==> src/rtl/rx_addr_shaper.sv <==
module rx_addr_shaper #(
  parameter int CW = 18
) (
  input  logic          clk,
  input  logic          rst_n,
  input  logic          in_valid,
  input  logic [7:0]    in_data,
  input  logic          in_last,
  input  logic [15:0]   mode,
  input  logic [31:0]   pkt_len,
  input  logic [31:0]   hash_lo,
  input  logic [31:0]   hash_hi,
  input  logic [31:0]   sta_lo,
  input  logic [31:0]   sta_hi,
  output logic          out_valid,
  output logic [7:0]    out_data,
  output logic          out_last,
  output logic          stat_valid,
  output logic          stat_accept,
  output logic [CW-1:0] stat_len,
  output logic [8:0]    stat_flags
);
  localparam int DA = 6;
  localparam logic [CW-1:0] HUGE_LIM = CW'(65536);
  localparam logic [CW-1:0] FCS_N = CW'(4);

  function automatic logic [31:0] crc_byte(input logic [31:0] c, input logic [7:0] b);
    logic [31:0] r;
    r = c;
    for (int i = 0; i < 8; i++)
      r = {r[30:0], 1'b0} ^ ((r[31] ^ b[i]) ? 32'h04C1_1DB7 : 32'h0);
    return r;
  endfunction

  logic [CW-1:0] cnt, oidx;
  logic          tail;
  logic [7:0]    dl [DA];
  logic [7:0]    da [DA];
  logic [31:0]   crc;

  wire [CW-1:0] minfl = CW'(pkt_len[31:16]);
  wire [CW-1:0] maxfl = CW'(pkt_len[15:0]);
  wire [CW-1:0] lim   = mode[14] ? HUGE_LIM : maxfl;
  wire          short_f = cnt < CW'(DA);

  wire       bcast = (da[0] & da[1] & da[2] & da[3] & da[4] & da[5]) == 8'hFF;
  wire       hashed = da[0][0] | mode[4];
  wire [5:0] hidx = crc[31:26];
  wire       hbit = hidx[5] ? hash_hi[hidx[4:0]] : hash_lo[hidx[4:0]];
  wire       uhit = {da[0], da[1]} == sta_hi[15:0] &&
                    {da[2], da[3], da[4], da[5]} == sta_lo;
  wire       miss = short_f | (bcast ? mode[3] : hashed ? !hbit : !uhit);
  wire       accept = !miss | mode[5];

  wire           under = cnt < lim;
  wire [CW-1:0]  copy  = under ? cnt : lim;
  wire [CW-1:0]  sum   = copy + (under ? FCS_N : '0);
  wire [CW-1:0]  total = (mode[15] && sum < minfl) ? minfl : sum;

  wire [CW-1:0] rx_k    = cnt - CW'(DA);
  wire          rx_emit = in_valid && !tail && !short_f && accept && rx_k < lim;
  wire [CW-1:0] back    = cnt - CW'(1) - oidx;
  wire [CW-1:0] cnt_inc = (&cnt) ? cnt : cnt + CW'(1);
  wire          fin     = !accept || oidx >= total;

  always_ff @(posedge clk or negedge rst_n) begin
    if (!rst_n) begin
      cnt <= '0; oidx <= '0; tail <= 1'b0; crc <= '1;
      for (int i = 0; i < DA; i++) begin dl[i] <= '0; da[i] <= '0; end
      out_valid <= 1'b0; out_data <= '0; out_last <= 1'b0;
      stat_valid <= 1'b0; stat_accept <= 1'b0; stat_len <= '0; stat_flags <= '0;
    end else begin
      out_valid  <= 1'b0;
      out_last   <= 1'b0;
      stat_valid <= 1'b0;
      if (!tail) begin
        if (in_valid) begin
          dl[0] <= in_data;
          for (int i = 1; i < DA; i++) dl[i] <= dl[i-1];
          if (short_f) begin
            da[cnt[2:0]] <= in_data;
            crc <= crc_byte(crc, in_data);
          end
          out_valid <= rx_emit;
          out_data  <= dl[DA-1];
          out_last  <= rx_emit && (rx_k == lim - CW'(1));
          cnt <= cnt_inc;
          if (in_last) begin
            tail <= 1'b1;
            oidx <= (cnt_inc >= CW'(DA)) ? cnt_inc - CW'(DA) : '0;
          end
        end
      end else if (fin) begin
        stat_valid  <= 1'b1;
        stat_accept <= accept;
        stat_len    <= accept ? total : '0;
        stat_flags  <= '0;
        stat_flags[7] <= accept & miss;
        stat_flags[3] <= accept & mode[14] & (cnt > maxfl);
        tail <= 1'b0;
        cnt  <= '0;
        crc  <= '1;
      end else begin
        out_valid <= 1'b1;
        out_data  <= (oidx < copy) ? dl[back[2:0]] : 8'h00;
        out_last  <= oidx == total - CW'(1);
        oidx <= oidx + CW'(1);
      end
    end
  end

  logic [CW-1:0] ob_cnt;
  logic          seen_last;
  always_ff @(posedge clk or negedge rst_n) begin
    if (!rst_n) begin
      ob_cnt <= '0; seen_last <= 1'b0;
    end else if (stat_valid) begin
      ob_cnt <= '0; seen_last <= 1'b0;
    end else if (out_valid) begin
      ob_cnt <= ob_cnt + CW'(1);
      seen_last <= out_last;
    end
  end

  AST_LEN_MATCH: assert property (@(posedge clk) disable iff (!rst_n)
    stat_valid |-> ob_cnt == stat_len);
  AST_LAST_SEEN: assert property (@(posedge clk) disable iff (!rst_n)
    (stat_valid && stat_len != '0) |-> seen_last);
  AST_NO_BYTE_AFTER_LAST: assert property (@(posedge clk) disable iff (!rst_n)
    out_valid |-> !seen_last);
  AST_DROP_EMPTY: assert property (@(posedge clk) disable iff (!rst_n)
    (stat_valid && !stat_accept) |-> (stat_len == '0 && stat_flags == '0));
  AST_PAD_FLOOR: assert property (@(posedge clk) disable iff (!rst_n)
    (stat_valid && stat_accept && mode[15]) |-> stat_len >= minfl);
  AST_TOOLONG_HUGE: assert property (@(posedge clk) disable iff (!rst_n)
    (stat_valid && stat_flags[3]) |-> mode[14]);
  AST_SHORT_MISS: assert property (@(posedge clk) disable iff (!rst_n)
    (stat_valid && stat_accept && cnt == '0 && $past(cnt) < CW'(DA)) |-> stat_flags[7]);
endmodule

==> config.mk <==
export PLATFORM = sky130hd
export DESIGN_NAME = rx_addr_shaper
export DESIGN_NICKNAME = d
export VERILOG_FILES = /design/src/rtl/rx_addr_shaper.sv
export SDC_FILE = /design/constraint.sdc
export NUM_CORES = 1
export LEC_CHECK = 0
export BUFFER_PORTS_ARGS = -buffer_cell sky130_fd_sc_hd__buf_2
export CORE_MARGIN = 5
export CORE_UTILIZATION = 50
export DETAILED_ROUTE_END_ITERATION = 10
export GPL_ROUTABILITY_DRIVEN = 0
export GPL_TIMING_DRIVEN = 0
export HOLD_SLACK_MARGIN = 0.06
export PLACE_DENSITY = 0.71
export SYNTH_ARGS = -nofsm -noshare
export SYNTH_HDL_FRONTEND = slang
export SYNTH_SLANG_ARGS = --single-unit
==> constraint.sdc <==
create_clock -name clk -period 14.8 [get_ports clk]
set_input_delay 0 -clock clk [delete_from_list [all_inputs] [get_ports clk]]
set_output_delay 0 -clock clk [all_outputs]
set_load 0.05 [all_outputs]
Word level (Yosys, flattened, before mapping) --
Index checks and enable logic that the tools add are counted.
Operators by class: magnitude comparators 12, add/sub/neg operators 9, bitwise operators 30, mux-type cells 54, equality and inequality tests 7, shift operators 0, divide/modulo/power cells 0, $mul 0, reductions and logical operators 26
Operators by type and width (number):
- $xor A32 B27 Y32 | 8
- $mux W18 | 12
- $mux W27 | 8
- $mux W32 | 4
- $mux W8 | 7
- $bwmux W48 | 1
- $and A8 B8 Y8 | 5
- $add A18 B1 Y18 const B | 2
- $eq A18 B18 Y1 | 2
- $lt A18 B17 Y1 | 2
- $sub A18 B3 Y18 const B | 2
- $eq A32 B32 Y1 | 1
- $bmux W8 S3 | 1
- $demux W8 S3 | 1
- $add A18 B3 Y18 | 1
- $ge A18 B18 Y1 | 1
- $ge A18 B3 Y1 const B | 1
- $gt A18 B16 Y1 | 1
- $lt A18 B16 Y1 | 1
- $lt A18 B18 Y1 | 1
- $lt A18 B3 Y1 const B | 1
- $reduce_and A18 Y1 | 1
- $sub A17 B1 Y18 const B | 1
- $sub A18 B1 Y18 const B | 1
- other kinds (24) | 72
Storage, ports and cells: bits in registers 197, logic and storage cells 161, memory bits (writable) 0, bits of input ports 188, memories kept 0, bits in latches 0, output and inout port bits 39, bits in read-only memories 0

Logic depth before layout (Yosys ltp) --
depth after elaboration 27, mapped depth 49, mapped depth without buffers 40

Worst setup path before layout --
No wires, ideal clock.
path type input port to flip-flop, from in mode[14], to reg out_data[0], cell stages on the path 45, arrival time 9.440 ns, data required time 14.717 ns, path slack 5.277 ns, path through clkbuf_1 > clkbuf_1 > nor2_1 > inv_1 > ha_1 > and4_1 > and2_0 > a31o_2 > nor3_1 > clkbuf_1 > buf_2 > buf_1 > nand2_1 > o21ai_0 > ha_1 > clkbuf_1 > nand4_1 > nor4_1 > [9 not listed] > buf_4 > buf_2 > buf_2 > a31o_2 > inv_1 > ha_1 > nand2b_1 > a21o_1 > a21o_1 > a21o_1 > a21o_1 > a21oi_1 > o211ai_1 > a211oi_2 > a21oi_2 > a2111oi_0 > o31ai_1 > o21ai_0
Between the ends: word-level cells in the longest chain between the ends 11
RTL lines:
- start, declared | RTL line 9 | input logic [15:0] mode,
- $mux W17 (*) | RTL line 43 | wire [CW-1:0] lim = mode[14] ? HUGE_LIM : maxfl;
- $lt A18 B17 Y1 | RTL line 55 | wire under = cnt < lim;
- $mux W18 or $mux W3 (tied branches) | RTL line 56, 57
- $add A18 B3 Y18 | RTL line 57 | wire [CW-1:0] sum = copy + (under ? FCS_N : '0);
- $lt A18 B16 Y1 | RTL line 58 | wire [CW-1:0] total = (mode[15] && sum < minfl) ? minfl : sum;
- $logic_and A1 B1 Y1 | RTL line 58
- $mux W18 | RTL line 58
- $ge A18 B18 Y1 | RTL line 64 | wire fin = !accept || oidx >= total;
- $logic_or A1 B1 Y1 | RTL line 64
- $ne A2 B2 Y1 (no line)
- $reduce_and A2 Y1 (no line)
- end signal, assigned | RTL line 85 | out_data <= dl[DA-1];
- end signal, assigned | RTL line 105 | out_data <= (oidx < copy) ? dl[back[2:0]] : 8'h00;
- end, declared | RTL line 16 | output logic [7:0] out_data,
Every way passes the cells marked *; elsewhere a longest branch is shown, timed or not. The select of a mux whose other input is x is not followed. A chain may end at the register's enable or synchronous reset.

Final worst setup path --
from reg cnt[0], to reg cnt[11]
Between the ends: word-level cells in the longest chain between the ends 10
RTL lines:
- start, declared | RTL line 35 | logic [CW-1:0] cnt, oidx;
- start signal, assigned | RTL line 87 | cnt <= cnt_inc;
- $lt A18 B17 Y1 | RTL line 55
- $mux W18 or $mux W3 (tied branches) | RTL line 56, 57
- $add A18 B3 Y18 | RTL line 57
- $lt A18 B16 Y1 | RTL line 58
- $logic_and A1 B1 Y1 | RTL line 58
- $mux W18 | RTL line 58
- $ge A18 B18 Y1 | RTL line 64
- $logic_or A1 B1 Y1 | RTL line 64
- $ne A2 B1 Y1 (no line)
- $reduce_and A2 Y1 (no line)
Several ways; a longest one is shown, not always the timed one. The select of a mux whose other input is x is not followed.

==> metrics <==
Max-cap violations 0; Synth Cell Area 15,900 sq um; Post-synth EDFFs 0; critical path startpoint category flip-flop; fin. max-slew vios 0; CTS clk-pin slew, worst paths ~0.080 ns; cts hold-fix bufs 11; Setup Buffers After CTS 0; crit path kind reg -> reg; fin crit share 88.6%; Clock Latency Late Sink roughly 0.46 ns; Core Util, Final 57.7%; Final setup violation count 0; Async S/R FF share, synth 100%; combinational fraction of design power 58.6%; Leak 8.18 nW; Clock Tree Root clkbuf_16; Min Clock Period, post-route 13.11 ns; Max IR drop VDD about 0.11 mV; # DRC 0; Final #Nets between 2,000 and 2,500; Worst EP arrival 13.42 ns; Total Die Area 35,500 sq um; FILL cells about 2,800; first-pass GRT wire length 82.6 mm; cell taking the most area after synthesis dfrtp_1; io pins approximately 230; total CTS buffers 17; clk sink count 197; largest cells by area after synthesis dfrtp_1 (26%), ha_1 (8.6%), xnor2_1 (8.4%); top-area cell type share of the netlist area 25.9%; Final Instance Count excl. Fillers 2,448; Total Wirelength between 50 and 60 mm; placed cell area 17,400 sq um; placed insts 2,404; initial core utilization 50.6%; Worst Setup SP cnt[0]; antenna-violating nets left 0; register share of total power 28.0%; core footprint 31,500 sq um; Resized cells post-CTS 0; largest net degree at the start of global routing 113; vias 15,297; Syn Inst Count approximately 1,800; Yosys cell types 79; r2r endpoint cnt[11]; Int Pwr 1.96 mW; initial antenna violation count 0; share of layout cells above drive strength 1 18.4%; Clock Path Buffers 2; f_max 76.3 MHz; WHS 0.0890 ns; switch share between 40% and 50%; clock share of power between 10% and 20%; Relative slew margins 24.4%; most frequent CP cell clkbuf_1; clk_skew ~0.021 ns; Hold Fails Final Rpt 0; DPL Wire Length 40.7 mm; hold crit path type in -> reg; P_sw 1.74 mW; unrepaired setup endpoints after global routing false; power density cells 204 nW/um^2; dominant synthesized flop cell dfrtp_1; status complete, no violations; syn avg cell area between 8 and 9 sq um; TritonCTS clock tree done; reg2reg start cnt[0]; Die X between 150 and 200 um; port buffer count 184; CP endpoint cnt[11]; Syn. warnings 0; Req. time, crit path 15.11 ns; Design Area, Final 18,100 sq um; Worst Reg-to-Reg Cells between 40 and 50; # diodes 0; r2r setup slk 1.69 ns; DRT iter0 DRCs 1,799; crit-path max cell delay 0.91 ns; CTS H-tree lvls 4; CP Max Fanout 10; number of global-route vias before repair 15,065; Die Span Y 188 um; drt pass-1 iters 6; CP max-delay cell nor4_1; Worst setup EP type flip-flop; actual slew at the worst max-slew pin 1.11 ns; num rows 65; vias per cell around 6.2; Routed WL per cell 21.6 um; GRT overflow 0; Tot GR Track Use 29.1%; Area Growth Syn to Fin 14.0%; final setup TNS 0 ns; Yosys reg bits 197; sequential share of the synthesized area 31.2%
-- cells in the mapped netlist, drive strengths merged (8+ instances only) --
library cell	instances
a21oi	99
ha	110
nor2b	14
a21o	19
nor3	73
nor2	88
dfrtp	165
xnor2	153
o31ai	29
nand3	69
nor4	29
clkbuf	66
or3	11
a31oi	12
buf	40
and2	8
o221ai	8
mux2i	33
mux2	51
nand2b	10
and3	26
o21a	8
dfstp	32
o21ai	75
nand4	48
mux4	29
xor2	75
nand2	269
a211oi	8
inv	60
-- power groups by stage --
stage               Clock [mW]  Sequential (mW)  Combinational [mW]
floorplan                    0             1.05                1.55
global placement             0             1.02                2.08
detailed placement           0             1.03                2.13
CTS                      0.503             1.02                2.14
global route             0.527             1.06                2.36
finish                   0.498             1.03                2.16
-- metal layers --
layer | GRT usage (%) | wire (um) | vias up
li1 | - | - | 6929
met1 | 38.8 | 21200 | 7293
met2 | 47.1 | 24300 | 932
met3 | 5.11 | 5210 | 143
met4 | 12.1 | 2300 | 0
met5 | 0 | 0 | -
-- state kept, by name, summed over array words and instances, names as in the netlist, 2 cells and up --
| register | flops |
|---|---|
| out_data | 8 |
| cnt | 18 |
| oidx | 18 |
| crc | 32 |
| stat_len | 18 |
| stat_flags | 2 |
| da | 48 |
| dl | 48 |
-- logic make-up (layout without fill, tap and decap cells) --
| family | count (synthesis) | after routing | share of synthesized area, % |
|---|---|---|---|
| flip-flops | 197 | 197 | 31.2 |
| other | 2 | 8 | 0.0472 |
| adder cells (fa/ha/maj) | 111 | 111 | 8.77 |
| buffers and inverters | 166 | 395 | 4.33 |
| AND/OR/NAND/NOR | 669 | 669 | 20.0 |
| multiplexers | 113 | 113 | 9.79 |
| AO/OA/AOI/OAI | 325 | 325 | 13.3 |
| XOR/XNOR | 228 | 228 | 12.5 |
-- cell usage in the layout, fill, tap and decap left out, drive strengths merged, types with 10 or more instances in the layout --
cell type    instances
nand3               69
dlygate4sd3         11
nor2b               14
clkbuf              83
dfrtp              165
nor4                29
xnor2              153
nand2b              10
nand2              269
dfstp               32
or3                 11
nor2                88
inv                 67
a31oi               12
a21o                19
mux4                29
nor3                73
a21oi               99
o31ai               29
mux2i               33
o21ai               75
xor2                75
ha                 110
buf                226
mux2                51
nand4               48
and3                26
-- worst min path at each step --
stage	slack, ns	cells after the start	start	end
floorplan	-0.30	0	rst_n	cnt[0]
finish	0.09	3	in_last	tail
detailed placement	0.05	1	rst_n	cnt[12]
global route	0.09	3	in_last	tail
CTS	0.07	3	in_last	tail
global placement	0.28	3	mode[5]	stat_flags[7]
-- metrics by stage --
| stage | total power [mW] | setup slack, ns |
|---|---|---|
| floorplan | 2.60 | 5.28 |
| global placement | 3.10 | 1.77 |
| detailed placement | 3.16 | 1.59 |
| CTS | 3.67 | 1.85 |
| global route | 3.95 | 1.12 |
| finish | 3.70 | 1.69 |
-- cell type report --
| cell class | count | area (sq um) | share of cell area [%] |
|---|---|---|---|
| multi-input cells | 1454 | 10300 | 56.6 |
| well taps | 402 | 503 | 2.77 |
| inverters | 60 | 225 | 1.24 |
| plain buffers | 106 | 464 | 2.56 |
| repair buffers | 197 | 1080 | 5.95 |
| clock inverters | 15 | 200 | 1.10 |
| clock buffers | 17 | 425 | 2.34 |
| flip-flops and latches | 197 | 4970 | 27.4 |
-- critical path: cells and delay by family (launching register included) --
kind,cells,cell delay (ns)
xor+xnor,1,0.33
flops,1,0.42
compound gates,15,3.36
simple gates,13,3.53
buf+inv,13,4.26
fa+ha+maj,4,1.04
Note: power is estimated with default switching activity, not from simulation.
